<file path="src/rtl/wdog_pkg.sv">
package wdog_pkg;
    localparam int DATA_W = 16;

    localparam logic [4:0] OFF_RELOAD = 5'h00;
    localparam logic [4:0] OFF_STS1   = 5'h04;
    localparam logic [4:0] OFF_STS2   = 5'h06;
    localparam logic [4:0] OFF_CTL1   = 5'h08;
    localparam logic [4:0] OFF_INIT   = 5'h12;

    localparam int BIT_WARN    = 3;
    localparam int BIT_SECOND  = 1;
    localparam int BIT_BOOT    = 2;
    localparam int BIT_NOREBT  = 0;
    localparam int BIT_DUMMY   = 8;
    localparam int BIT_HALT    = 11;

    typedef enum logic [1:0] {
        S_HALT  = 2'd0,
        S_RUN   = 2'd1,
        S_FIRED = 2'd2
    } wd_state_e;
endpackage

</file>
<file path="src/rtl/wdog_counter.sv">
module wdog_counter #(
    parameter int CNT_W    = 10,
    parameter int INIT_RST = 4
) (
    input  logic             clk,
    input  logic             rst_n,
    input  logic             run,
    input  logic             tick,
    input  logic             reload,
    input  logic [CNT_W-1:0] init_val,
    output logic [CNT_W-1:0] count,
    output logic             expire
);
    localparam logic [CNT_W-1:0] RST_VAL = CNT_W'(INIT_RST);

    assign expire = run && tick && !reload && (count == '0);

    always_ff @(posedge clk or negedge rst_n) begin
        if (!rst_n) begin
            count <= RST_VAL;
        end else if (reload) begin
            count <= init_val;
        end else if (run && tick) begin
            count <= (count == '0) ? init_val : count - 1'b1;
        end
    end

    // frozen when not running and no reload
    a_r2_hold: assert property (@(posedge clk) disable iff (!rst_n)
        (!run && !reload) |=> $stable(count));
    // one step per tick
    a_r2_step: assert property (@(posedge clk) disable iff (!rst_n)
        (run && tick && !reload && count != '0) |=> count == $past(count) - 1'b1);
    // reload loads initial value
    a_r3_reload: assert property (@(posedge clk) disable iff (!rst_n)
        reload |=> count == $past(init_val));
endmodule

</file>
<file path="src/rtl/wdog_fsm.sv">
module wdog_fsm
    import wdog_pkg::*;
(
    input  logic clk,
    input  logic rst_n,
    input  logic halt,
    input  logic noreboot,
    input  logic flag,
    input  logic expire,
    output logic run,
    output logic set_first,
    output logic set_second,
    output logic set_boot,
    output logic irq,
    output logic rst_req
);
    wd_state_e state_q, state_d;
    logic      fire;

    assign set_first  = expire && !flag;
    assign set_second = expire && flag;
    assign fire       = set_second && !noreboot;
    assign set_boot   = fire;
    assign run        = (state_q == S_RUN);

    always_comb begin
        state_d = state_q;
        unique case (state_q)
            S_HALT:  if (!halt) state_d = S_RUN;
            S_RUN: begin
                if (fire)      state_d = S_FIRED;
                else if (halt) state_d = S_HALT;
            end
            S_FIRED: state_d = S_FIRED;
            default: state_d = S_HALT;
        endcase
    end

    always_ff @(posedge clk or negedge rst_n) begin
        if (!rst_n) state_q <= S_HALT;
        else        state_q <= state_d;
    end

    always_ff @(posedge clk or negedge rst_n) begin
        if (!rst_n) begin
            irq     <= 1'b0;
            rst_req <= 1'b0;
        end else begin
            irq     <= set_first;
            rst_req <= rst_req | fire;
        end
    end

    // interrupt is a single-cycle pulse
    a_r5_irq_pulse: assert property (@(posedge clk) disable iff (!rst_n)
        irq |=> !irq);
    // reset request is sticky
    a_r10_sticky: assert property (@(posedge clk) disable iff (!rst_n)
        rst_req |=> rst_req);
    // no-reboot blocks a new request
    a_r7_inhibit: assert property (@(posedge clk) disable iff (!rst_n)
        (noreboot && !rst_req) |=> !rst_req);
    // a request means the counter is stopped
    a_r6_stop: assert property (@(posedge clk) disable iff (!rst_n)
        rst_req |-> !run);
endmodule

</file>
<file path="src/rtl/wdog_regs.sv">
module wdog_regs
    import wdog_pkg::*;
#(
    parameter int CNT_W    = 10,
    parameter int INIT_MIN = 4,
    parameter int INIT_RST = 4
) (
    input  logic              clk,
    input  logic              rst_n,
    input  logic              wr_en,
    input  logic [4:0]        addr,
    input  logic [DATA_W-1:0] wdata,
    input  logic [1:0]        wr_be,
    input  logic [CNT_W-1:0]  count,
    input  logic              set_first,
    input  logic              set_second,
    input  logic              set_boot,
    output logic [DATA_W-1:0] rdata,
    output logic [CNT_W-1:0]  init_val,
    output logic              halt,
    output logic              noreboot,
    output logic              flag,
    output logic              reload
);
    localparam logic [CNT_W-1:0] MIN_VAL = CNT_W'(INIT_MIN);

    logic [DATA_W-1:0] init_q, init_m, ctl_view;
    logic              dummy, second_q, boot_q;
    logic              wr_init, wr_ctl, wr_s1, wr_s2;

    function automatic logic [DATA_W-1:0] lanes(input logic [DATA_W-1:0] old,
                                                 input logic [DATA_W-1:0] nw,
                                                 input logic [1:0] be);
        return {be[1] ? nw[15:8] : old[15:8], be[0] ? nw[7:0] : old[7:0]};
    endfunction

    assign wr_init = wr_en && addr == OFF_INIT;
    assign wr_ctl  = wr_en && addr == OFF_CTL1;
    assign wr_s1   = wr_en && addr == OFF_STS1 && wr_be[0];
    assign wr_s2   = wr_en && addr == OFF_STS2 && wr_be[0];
    assign reload  = wr_en && addr == OFF_RELOAD && (|wr_be);
    assign init_val = init_q[CNT_W-1:0];

    always_comb begin
        ctl_view = '0;
        ctl_view[BIT_HALT]   = halt;
        ctl_view[BIT_DUMMY]  = dummy;
        ctl_view[BIT_NOREBT] = noreboot;
    end
    assign init_m = lanes(init_q, wdata, wr_be);

    always_ff @(posedge clk or negedge rst_n) begin
        if (!rst_n) begin
            init_q   <= DATA_W'(INIT_RST);
            halt     <= 1'b1;
            noreboot <= 1'b0;
            dummy    <= 1'b0;
            flag     <= 1'b0;
            second_q <= 1'b0;
            boot_q   <= 1'b0;
        end else begin
            if (wr_init) begin
                if (init_m[CNT_W-1:0] >= MIN_VAL) init_q <= init_m;
                else init_q <= {init_m[DATA_W-1:CNT_W], init_q[CNT_W-1:0]};
            end
            if (wr_ctl) begin
                if (wr_be[1]) halt <= wdata[BIT_HALT];
                if (wr_be[0]) noreboot <= wdata[BIT_NOREBT];
                if (wr_be[1] && wdata[BIT_DUMMY]) dummy <= ~dummy;
            end
            if (set_first) flag <= 1'b1;
            else if (wr_s1 && wdata[BIT_WARN]) flag <= 1'b0;
            if (set_second) second_q <= 1'b1;
            else if (wr_s2 && wdata[BIT_SECOND]) second_q <= 1'b0;
            if (set_boot) boot_q <= 1'b1;
            else if (wr_s2 && wdata[BIT_BOOT]) boot_q <= 1'b0;
        end
    end

    always_comb begin
        rdata = '0;
        unique case (addr)
            OFF_RELOAD: rdata[CNT_W-1:0] = count;
            OFF_STS1:   rdata[BIT_WARN] = flag;
            OFF_STS2: begin
                rdata[BIT_SECOND] = second_q;
                rdata[BIT_BOOT]   = boot_q;
            end
            OFF_CTL1:   rdata = ctl_view;
            OFF_INIT:   rdata = init_q;
            default:    rdata = '0;
        endcase
    end

    // initial value never below the floor
    a_r4_init_floor: assert property (@(posedge clk) disable iff (!rst_n)
        init_q[CNT_W-1:0] >= MIN_VAL);
    // writing one inverts the dummy bit
    a_r9_toggle: assert property (@(posedge clk) disable iff (!rst_n)
        (wr_ctl && wr_be[1] && wdata[BIT_DUMMY]) |=> dummy != $past(dummy));
    // expiry set wins over a clear
    a_r8_set_wins: assert property (@(posedge clk) disable iff (!rst_n)
        set_first |=> flag);
endmodule

</file>
<file path="src/rtl/twostage_wdog.sv">
module twostage_wdog
    import wdog_pkg::*;
#(
    parameter int CNT_W    = 10,
    parameter int INIT_MIN = 4,
    parameter int INIT_RST = 4
) (
    input  logic              clk,
    input  logic              rst_n,
    input  logic              tick_en,
    input  logic              wr_en,
    input  logic [4:0]        addr,
    input  logic [DATA_W-1:0] wdata,
    input  logic [1:0]        wr_be,
    output logic [DATA_W-1:0] rdata,
    output logic              irq_first,
    output logic              rst_req
);
    logic [CNT_W-1:0] count, init_val;
    logic halt, noreboot, flag, reload, run, expire;
    logic set_first, set_second, set_boot;

    wdog_regs #(.CNT_W(CNT_W), .INIT_MIN(INIT_MIN), .INIT_RST(INIT_RST)) u_regs (
        .clk(clk), .rst_n(rst_n), .wr_en(wr_en), .addr(addr), .wdata(wdata),
        .wr_be(wr_be), .count(count), .set_first(set_first),
        .set_second(set_second), .set_boot(set_boot), .rdata(rdata),
        .init_val(init_val), .halt(halt), .noreboot(noreboot), .flag(flag),
        .reload(reload)
    );

    wdog_counter #(.CNT_W(CNT_W), .INIT_RST(INIT_RST)) u_cnt (
        .clk(clk), .rst_n(rst_n), .run(run), .tick(tick_en), .reload(reload),
        .init_val(init_val), .count(count), .expire(expire)
    );

    wdog_fsm u_fsm (
        .clk(clk), .rst_n(rst_n), .halt(halt), .noreboot(noreboot), .flag(flag),
        .expire(expire), .run(run), .set_first(set_first),
        .set_second(set_second), .set_boot(set_boot), .irq(irq_first),
        .rst_req(rst_req)
    );
endmodule

</file>
<file path="config.mk">
export PLATFORM = sky130hd
export DESIGN_NAME = twostage_wdog
export DESIGN_NICKNAME = d
export VERILOG_FILES = /design/src/rtl/wdog_pkg.sv /design/src/rtl/wdog_counter.sv /design/src/rtl/wdog_fsm.sv /design/src/rtl/wdog_regs.sv /design/src/rtl/twostage_wdog.sv
export SDC_FILE = /design/constraint.sdc
export NUM_CORES = 1
export LEC_CHECK = 0
export BUFFER_PORTS_ARGS = -buffer_cell sky130_fd_sc_hd__buf_2
export CAP_MARGIN = 20
export CORE_MARGIN = 5
export CORE_UTILIZATION = 28
export CTS_BUF_LIST = sky130_fd_sc_hd__clkbuf_2
export DETAILED_ROUTE_END_ITERATION = 6
export PLACE_DENSITY = 0.46
export SLEW_MARGIN = 25
export SYNTH_ARGS = -nofsm -noshare
export SYNTH_HDL_FRONTEND = slang
export SYNTH_SLANG_ARGS = --single-unit
</file>
<file path="constraint.sdc">
create_clock -name clk -period 2.1 [get_ports clk]
set_clock_uncertainty 0.15 [all_clocks]
set_input_delay 0.315 -clock clk [delete_from_list [all_inputs] [get_ports clk]]
set_output_delay 0.315 -clock clk [all_outputs]
set_load 0.01 [all_outputs]
</file>
* Yosys cells after proc, flatten, opt, wreduce, memory -nomap -nowiden
Cells that the tools add are included.
** Storage, ports and cells
- Register bits :: 36
- Bits of input ports :: 27
- Output and inout bits :: 18
- Word-level logic and storage cells :: 78
** Cells by class
- Add/sub/neg operators :: 1
- Magnitude comparators :: 1
- Equality and inequality tests :: 8
- Muxes and demuxes :: 20
- Bitwise logic cells :: 2
- Reductions and logical operators :: 34
** Operators by type and width (count)
- two-way mux 10 bit :: 3
- logical AND 1 bit :: 18
- case mux 6 bit (3 select lines) :: 1
- two-way mux 8 bit :: 2
- case mux 2 bit (3 select lines) :: 2
- case mux 6 bit (2 select lines) :: 1
- equality test 5 x 3 -> 1 bit (second input constant) :: 2
- >= comparator 10 x 3 -> 1 bit (second input constant) :: 1
- zero test 10 bit :: 1
- AND reduction 2 bit :: 5
- subtractor 10 x 1 -> 10 bit (second input constant) :: 1
- nonzero test 2 bit :: 4
- two-way mux 1 bit :: 6
- two-way mux 2 bit :: 3
- case mux 1 bit (3 select lines) :: 2
- equality test 5 x 4 -> 1 bit (second input constant) :: 1
- equality test 5 bit (second input constant) :: 1
- zero test 5 bit :: 1
- zero test 1 bit :: 3
- inequality test 3 x 2 -> 1 bit (second input constant) :: 1
- equality test 2 x 1 -> 1 bit (second input constant) :: 1
- equality test 2 bit (second input constant) :: 1
- zero test 2 bit :: 1
- inequality test 2 bit (second input constant) :: 1
- 3 further kinds :: 3

* Logic depth before layout (Yosys ltp)
Gate-level depths: netlist of the first run.
- Depth in word-level cells :: 10
- Depth in mapped cells :: 7
- Mapped depth without buffers :: 7

* Hierarchy
A second synthesis of the first run with hierarchy kept.
** Unflattened totals
- Cell total of the unflattened synthesis :: 204
- Area total of the unflattened synthesis :: 2094.5 um^2
** Modules (own cells, without submodules)
- wdog_regs :: times used 1, cells each 113, area an instance 1247.4 um^2, seq. area each 553.0 um^2
- wdog_counter :: times used 1, cells each 79, area an instance 678.2 um^2, seq. area each 251.5 um^2
- wdog_fsm :: times used 1, cells each 12, area an instance 168.9 um^2, seq. area each 100.1 um^2

* Worst setup path before layout of the first run
OpenSTA, ideal clock, no wires.
- Path type :: input-to-output
- Start point :: input port addr[4]
- End point :: output port rdata[3]
- Arrival :: 1.428 ns
- Required time :: 1.635 ns
- Path slack :: 0.207 ns
- Cell stages on the path :: 4
- Buffers on the path :: 0
- Cells stage by stage :: or2_2 nor4_2 a22oi_1 nand2_1
** Between the ends
- Longest elaborated chain between the ends :: 2
- Elaborated cells on any way between the ends :: 4
- Those cells by class :: eq/ne: 2; mux: 1; reduce/logical: 1
** RTL lines
- start: declaration :: line twostage_wdog.sv:12 : input logic [4:0] addr,
- equality test 5 bit (tied with other cells) :: line wdog_regs.sv:82 : unique case (addr)
- case mux 1 bit (3 select lines) (*) :: line wdog_regs.sv:82
- end: declaration :: line twostage_wdog.sv:15 : output logic [DATA_W-1:0] rdata,
Every way passes the cells marked *; elsewhere a longest branch is shown, timed or not.

* Worst setup path in the final report of the first run
- Start point :: input port wdata[4]
- End point :: register u_regs.init_q[6]
** Between the ends
- Longest elaborated chain between the ends :: 3
** RTL lines
- start: declaration :: line twostage_wdog.sv:13 : input logic [DATA_W-1:0] wdata,
- two-way mux 8 bit :: line wdog_regs.sv:34 : return {be[1] ? nw[15:8] : old[15:8], be[0] ? nw[7:0] : old[7:0]};
- >= comparator 10 x 3 -> 1 bit :: line wdog_regs.sv:63 : if (init_m[CNT_W-1:0] >= MIN_VAL) init_q <= init_m;
- AND reduction 2 bit (no line)
- end signal: assignment :: line wdog_regs.sv:54 : init_q <= DATA_W'(INIT_RST);
- end signal: assignment :: line wdog_regs.sv:63
- end signal: assignment :: line wdog_regs.sv:64 : else init_q <= {init_m[DATA_W-1:CNT_W], init_q[CNT_W-1:0]};
- end: declaration :: line wdog_regs.sv:27 : logic [DATA_W-1:0] init_q, init_m, ctl_view;
Every way passes these cells.
A chain may end at the register's enable or synchronous reset.

==> impl_results.rst, run 1 <==
.. list-table::
   :header-rows: 1

   * - Metric
     - Value
   * - Layout Cell Area excl Fill
     - 2765 µm²
   * - Library cell contributing the largest single delay on the critical path
     - sky130_fd_sc_hd__dlygate4sd3_1
   * - Clk sink count
     - 36
   * - Max Slew Vio Count
     - 0
   * - Layout net count
     - 308
   * - Endpoint type of the worst setup path
     - flip-flop
   * - Number of buffer cells added on primary ports
     - 44
   * - Synth unique cells
     - 53
   * - Clock slew at the register clock pins of the worst setup and hold paths
     - 170 ps
   * - Top delay family on crit path
     - buffers and inverters
   * - Flip-flop cell with the highest count after synthesis
     - sky130_fd_sc_hd__dfrtp_1
   * - H-tree depth reported by CTS
     - 2
   * - Filler cell count
     - 785
   * - Avg Vias per Cell
     - 4.908
   * - Final worst path period share
     - 0.9832
   * - Total power divided by cell area
     - 799.2 nW/µm²
   * - Initial drt markers
     - 106
   * - Worst min-delay path class
     - primary input to flip-flop
   * - Proportion of layout cells with a drive suffix above 1
     - 0.3893
   * - Mapped Avg Cell Area
     - 10.58 µm²
   * - Pre-antenna DRT Iters
     - 4
   * - Routed wirelength normalized by instance count
     - 16.45 µm
   * - Total Wirelength
     - 6.236 mm
   * - Count of buffering cells on the critical path with inverters included
     - 3
   * - Top area cells in the synthesized netlist
     - sky130_fd_sc_hd__dfrtp_1 (39%), sky130_fd_sc_hd__mux2_4 (6.4%), sky130_fd_sc_hd__mux2_2 (4.3%)
   * - Clock tree from TritonCTS
     - built
   * - Required time worst endpoint
     - 2220 ps
   * - DRC violation count after routing
     - 0
   * - Via count of the first global-routing pass
     - 2117
   * - Net Count, Synth
     - 228
   * - Area of placed instances
     - 2586 µm²
   * - Number of antenna repair diodes
     - 0
   * - Global-route wire length before repair
     - 10.78 mm
   * - Die Ht
     - 96.70 µm
   * - Sequence of cells on the critical path
     - dlygate4sd3_1 > buf_2 > nor4_1 > a22oi_1 > nor3_2 > nand2b_1 > buf_12 > mux2_4
   * - Max Cap Viol
     - 0
   * - Detailed-route via count
     - 1860
   * - Largest buffer count on any clock path
     - 2
   * - IO Pins
     - 45
   * - Initial core utilization
     - 0.2886
   * - Maximum vdd ir drop
     - 247.5 µV
   * - Arrival time of the worst setup path
     - 2190 ps
   * - Count of buffers added by post-CTS timing repair for setup
     - 0
   * - Pin count of the biggest net entering global routing
     - 37
   * - Kind of critical path
     - primary input to flip-flop
   * - Most numerous cell in the Yosys netlist
     - sky130_fd_sc_hd__dfrtp_1
   * - Largest stage delay on the critical path
     - 530 ps
   * - Startpoint kind of the worst setup timing path
     - primary input
   * - Run status
     - finished, final reports clean
   * - Die Width
     - 96.70 µm
   * - Final weighted congestion of routability-driven global placement
     - 0.8327
   * - Final setup vio count
     - 0
   * - Clock tree root driver cell
     - sky130_fd_sc_hd__clkbuf_2
   * - Actual slew at the worst max-slew pin
     - 493.5 ps
   * - Placement Rows
     - 31
   * - Number of enable flip-flop cells after synthesis
     - 0
   * - Setup total negative slack
     - 0 ps
   * - Most frequent cells after synthesis
     - sky130_fd_sc_hd__dfrtp_1 (33), sky130_fd_sc_hd__nand2_1 (15), sky130_fd_sc_hd__nor2_1 (14)
   * - Highest fanout seen on the critical path
     - 8
   * - Unrepaired setup endpoints after global routing
     - no
   * - Min cycle time layout
     - 2065 ps
   * - Gate count of the mapped netlist
     - 199
   * - LEAKAGE
     - 1.364 nW
   * - Number of buffers created by CTS
     - 5
   * - Post-detail-place hpwl
     - 4.786 mm
   * - Area enclosed by the die boundary
     - 9350 µm²
   * - Core area
     - 7292 µm²
   * - Peak Freq
     - 484.3 MHz
   * - Storage element area
     - 904.6 µm²
   * - Clock Latency Late Sink
     - 380 ps
   * - Number of hold-slack violations in the final timing report
     - 0
   * - Post-route non-filler standard cell count
     - 379
   * - Sequential-to-total area share from yosys stat
     - 0.4298
   * - Top cell type's share of synthesized area
     - 0.3924
   * - Antenna violations before repair
     - 0
   * - Count of antenna-violating nets left after detailed routing
     - 0
   * - Headroom to the max-slew limit
     - 0.6710
   * - Area of the multi-input gates
     - 1160 µm²
   * - Async set-reset flop share out of synthesis
     - 1.000
   * - Area of the mapped netlist
     - 2105 µm²
   * - Ys Warns
     - 0
   * - Number of instances in the placed design
     - 358
   * - Largest area contributor in the netlist
     - sky130_fd_sc_hd__dfrtp_1
   * - Overall overflow remaining after global route
     - 0
   * - Yosys reg bits
     - 36
   * - Gr usage total
     - 0.1393
   * - Area growth from synthesis to layout
     - 31.39%
routing by layer:
layer  up-vias  track usage  wire [µm]
met5         -            0          0
met4         0      0.03996         91
li1        912            -          -
met1       888       0.1747       2763
met2        51       0.2341       3094
met3         9      0.03813        288
kinds of logic after synthesis:
kind of cell	count (synthesis)	share of synthesized area
flops	36	0.4298
fa+ha+maj	2	0.01189
simple gates	89	0.2669
xor+xnor	1	0.004162
mux	19	0.1165
compound gates	43	0.1463
buf+inv	9	0.02438
registers in the layout (all words and copies together), names as in the netlist:
signal / flops
u_regs.init_q: 16
u_cnt.count: 10
u_fsm.state_q: 2
u_fsm.irq: 1
u_fsm.rst_req: 1
u_regs.boot_q: 1
u_regs.dummy: 1
u_regs.flag: 1
u_regs.halt: 1
u_regs.noreboot: 1
u_regs.second_q: 1
placed cells by master (no fill, tap or decap), drive strengths merged, types with 5 or more instances in the layout:
cell type and n:
nand4 5, a22oi 6, a21oi 10, nor2 17
clkbuf 6, buf 66, nand3 12, nor3 9
dlygate4sd3 13, a22o 9, and2 7, mux2 17
nand2 15, o21ai 5, dfrtp 33
stage by stage:
step,worst slack [ps],hold WS (ps),util,power [mW]
after floorplan,206.9,-130.6,-,1.496
after global placement,92.59,249.5,0.3547,1.882
after detailed placement,101.1,252.1,0.3547,1.884
after CTS,15.96,6.229,0.3749,2.223
after global routing,15.01,-3.112,0.3792,2.379
final,35.36,36.26,0.3792,2.210
repair_timing:
action	CTS	global route
resized for setup	0	2
hold buffers	11	2
endpoints found under the hold margin	43	2
setup endpoints to repair	0	3
where the power goes:
part / internal [mW] / switching (mW)
Clock: 0.0803 / 0.235
Combinational: 0.438 / 0.409
Sequential: 0.876 / 0.171
path summary, 6_finish.rpt:
path | startpoint | end | slack, ps | cells after the start
worst max-delay path | wdata[4] | u_regs.init_q[6]$_DFFE_PN0P_ | 40 | 8
worst min register to register | u_fsm.state_q[1]$_DFFE_PN0P_ | u_fsm.state_q[0]$_DFFE_PN0P_ | 340 | 1
worst min-delay path | wdata[6] | u_regs.init_q[6]$_DFFE_PN0P_ | 40 | 2
max in group asynchronous | rst_n | u_regs.halt$_DFFE_PN1P_ | 1070 | 3
min in group asynchronous | rst_n | u_cnt.count[1]$_DFFE_PN0P_ | 340 | 3
worst max register to register | u_cnt.count[2]$_DFFE_PN1P_ | u_cnt.count[5]$_DFFE_PN0P_ | 160 | 6
layout make-up:
type,count,area share
inverter,3,0.004072
clock inverter,2,0.002715
sequential,36,0.3271
multi-input combinational,154,0.4195
timing repair buffer,79,0.1910
tap,99,0.04480
clock buffer,6,0.01086
Power figures use the tool's default switching activity.
==> inputs of run 2 (changes only) <==
Settings changed: CORE_MARGIN 5 to not set, CTS_BUF_LIST sky130_fd_sc_hd__clkbuf_2 to not set.
==> run 2 against run 1 <==
Compared with the run above:
- die area is 16% lower
- clock-buffer cell count down 1
- clock power rose by 100%
- critical path type is now flip-flop to flip-flop
- critical endpoint is now u_fsm.rst_req$_DFF_PN0_
- non-clock buffer count is 9 lower
==> impl_results.rst, run 2 (same netlist as run 1, synthesis figures left out) <==
.. list-table::
   :header-rows: 1

   * - Metric
     - Value
   * - Number of hold-slack violations in the final timing report
     - 0
   * - Layout Cell Area excl Fill
     - 2718 µm²
   * - Highest fanout seen on the critical path
     - 4
   * - Overall overflow remaining after global route
     - 0
   * - Routed wl met3
     - 240 µm
   * - Setup total negative slack
     - 0 ps
   * - Post-CTS sizing
     - 0
   * - Area of placed instances
     - 2596 µm²
   * - Maximum vdd ir drop
     - 358.2 µV
   * - Unrepaired setup endpoints after global routing
     - no
   * - Final worst path period share
     - 0.9208
   * - Clock tree root driver cell
     - sky130_fd_sc_hd__clkbuf_8
   * - LEAKAGE
     - 1.347 nW
   * - Number of antenna repair diodes
     - 0
   * - Total power divided by cell area
     - 925.2 nW/µm²
   * - Avg Vias per Cell
     - 5.046
   * - Met2 WL
     - 2.973 mm
   * - Most flops, register
     - u_regs.init_q
   * - Largest buffer count on any clock path
     - 2
   * - Leading cell type in the layout, fill and taps excluded
     - sky130_fd_sc_hd__buf_2
   * - Count of antenna-violating nets left after detailed routing
     - 0
   * - Via count of the first global-routing pass
     - 1959
   * - Proportion of layout cells with a drive suffix above 1
     - 0.4170
   * - Pin count of the biggest net entering global routing
     - 37
   * - Min cycle time layout
     - 1934 ps
   * - Worst setup path startpoint
     - u_cnt.count[1]$_DFFE_PN0P_
   * - Area growth from synthesis to layout
     - 29.13%
   * - Layout net count
     - 299
   * - Routed wirelength normalized by instance count
     - 16.38 µm
   * - DRC violation count after routing
     - 0
   * - Required time worst endpoint
     - 2190 ps
   * - Actual slew at the worst max-slew pin
     - 481.1 ps
   * - R2r setup slk
     - 170 ps
   * - Startpoint kind of the worst setup timing path
     - flip-flop
   * - Met1 routed wirelength after detailed routing
     - 2.774 mm
   * - Arrival time of the worst setup path
     - 2030 ps
   * - Initial drt markers
     - 97
   * - Max Slew Vio Count
     - 0
   * - Clock Latency Late Sink
     - 300 ps
   * - Highest routed layer
     - met4
   * - Clock tree from TritonCTS
     - built
   * - Total Wirelength
     - 6.060 mm
   * - Kind of critical path
     - flip-flop to flip-flop
   * - Clk sink count
     - 36
   * - Post-detail-place hpwl
     - 4.571 mm
   * - Clock slew at the register clock pins of the worst setup and hold paths
     - 80 ps
   * - Number of buffer cells added on primary ports
     - 44
   * - Worst reg2reg path depth
     - 7
   * - Headroom to the max-slew limit
     - 0.6792
   * - Antenna violations before repair
     - 0
   * - Pre-antenna DRT Iters
     - 4
   * - Core area
     - 7253 µm²
   * - Count of buffers added by post-CTS timing repair for setup
     - 0
   * - Initial core utilization
     - 0.2902
   * - Number of buffers created by CTS
     - 5
   * - Worst min-delay path class
     - primary input to flip-flop
   * - Placement Rows
     - 31
   * - Detailed-route via count
     - 1867
   * - Area enclosed by the die boundary
     - 7867 µm²
   * - H-tree depth reported by CTS
     - 2
   * - Global-route wire length before repair
     - 10.04 mm
   * - Endpoint of the lowest-slack register-to-register path
     - u_fsm.rst_req$_DFF_PN0_
   * - Launch instance of the worst register-to-register path
     - u_cnt.count[1]$_DFFE_PN0P_
   * - Critical Path End
     - u_fsm.rst_req$_DFF_PN0_
   * - Peak Freq
     - 517.2 MHz
   * - Hold-fix buffer count after cts
     - 1
   * - Run status
     - finished, final reports clean
   * - Max Cap Viol
     - 0
   * - IO Pins
     - 45
   * - Largest registers ranked by flip-flop count
     - u_regs.init_q: 16 flops, u_cnt.count: 10 flops, u_fsm.state_q: 2 flops
   * - Gr usage total
     - 0.1712
   * - Die Width
     - 88.70 µm
   * - Endpoint type of the worst setup path
     - flip-flop
   * - Most frequent cells in the layout
     - sky130_fd_sc_hd__buf_2 (44), sky130_fd_sc_hd__dfrtp_1 (33), sky130_fd_sc_hd__buf_4 (25)
   * - Final weighted congestion of routability-driven global placement
     - 0.7973
   * - Number of flip-flops under the largest register name
     - 16
   * - Die Ht
     - 88.70 µm
   * - Final setup vio count
     - 0
## run 2: changes by cell type in the layout (fill, tap and decap cells not counted), moves of 2 or more
| cell | previous run | this run |
|---|---|---|
| sky130_fd_sc_hd__clkbuf_8 | 0 | 5 |
| sky130_fd_sc_hd__clkbuf_2 | 6 | 0 |
| sky130_fd_sc_hd__dlygate4sd3_1 | 13 | 1 |
| sky130_fd_sc_hd__buf_4 | 21 | 25 |
| sky130_fd_sc_hd__clkinv_1 | 2 | 0 |
## run 2: routing by layer
layer,global-route usage,vias up
met1,0.2185,915
met3,0.03172,7
li1,-,890
met5,0,-
met2,0.2902,55
met4,0.05865,0
## run 2: worst max-delay path, cell delays in order, from the launching register on
cell	delay, ps
sky130_fd_sc_hd__dfrtp_1	380
sky130_fd_sc_hd__inv_1	90
sky130_fd_sc_hd__ha_1	170
sky130_fd_sc_hd__nor2b_1	230
sky130_fd_sc_hd__and2_1	230
sky130_fd_sc_hd__nand3_1	150
sky130_fd_sc_hd__nor3b_2	330
sky130_fd_sc_hd__or2_1	150
## run 2: layout make-up
type / instances / area [µm²]
tap: 99 / 123.9
multi-input combinational: 154 / 1149
sequential: 36 / 904.6
fill: 761 / 4536
clock buffer: 5 / 68.82
timing repair buffer: 70 / 417.9
clock inverter: 3 / 42.54
inverter: 3 / 11.26
## run 2: worst min path at each step
| stage | end | depth (start not counted) | from |
|---|---|---|---|
| after floorplan | u_cnt.count[0]$_DFFE_PN0P_ | 0 | rst_n |
| after global placement | u_cnt.count[3]$_DFFE_PN0P_ | 2 | rst_n |
| after detailed placement | u_cnt.count[4]$_DFFE_PN0P_ | 2 | rst_n |
| after CTS | u_regs.init_q[14]$_DFFE_PN0P_ | 2 | wdata[14] |
| after global routing | u_regs.init_q[13]$_DFFE_PN0P_ | 2 | wdata[13] |
| final | u_regs.init_q[13]$_DFFE_PN0P_ | 2 | wdata[13] |
## run 2: power breakdown
part           switching [mW]  internal (mW)
Combinational           0.408          0.422
Clock                   0.285          0.352
Sequential              0.170          0.877
Total                   0.863           1.65
## run 2: through the flow
step / cells / hold WS (ps) / total power, mW / setup WS [ps] / util
3_3_place_gp: 361 / 251.5 / 1.885 / 139.2 / 0.3579
6_report: 370 / 90.84 / 2.514 / 166.4 / 0.3747
4_1_cts: 370 / 84.37 / 2.522 / 166.2 / 0.3747
5_1_grt: 370 / 96.81 / 2.668 / 17.58 / 0.3747
2_1_floorplan: 199 / -130.6 / 1.496 / 206.9 / -
3_5_place_dp: 361 / 250.9 / 1.877 / 104.5 / 0.3579
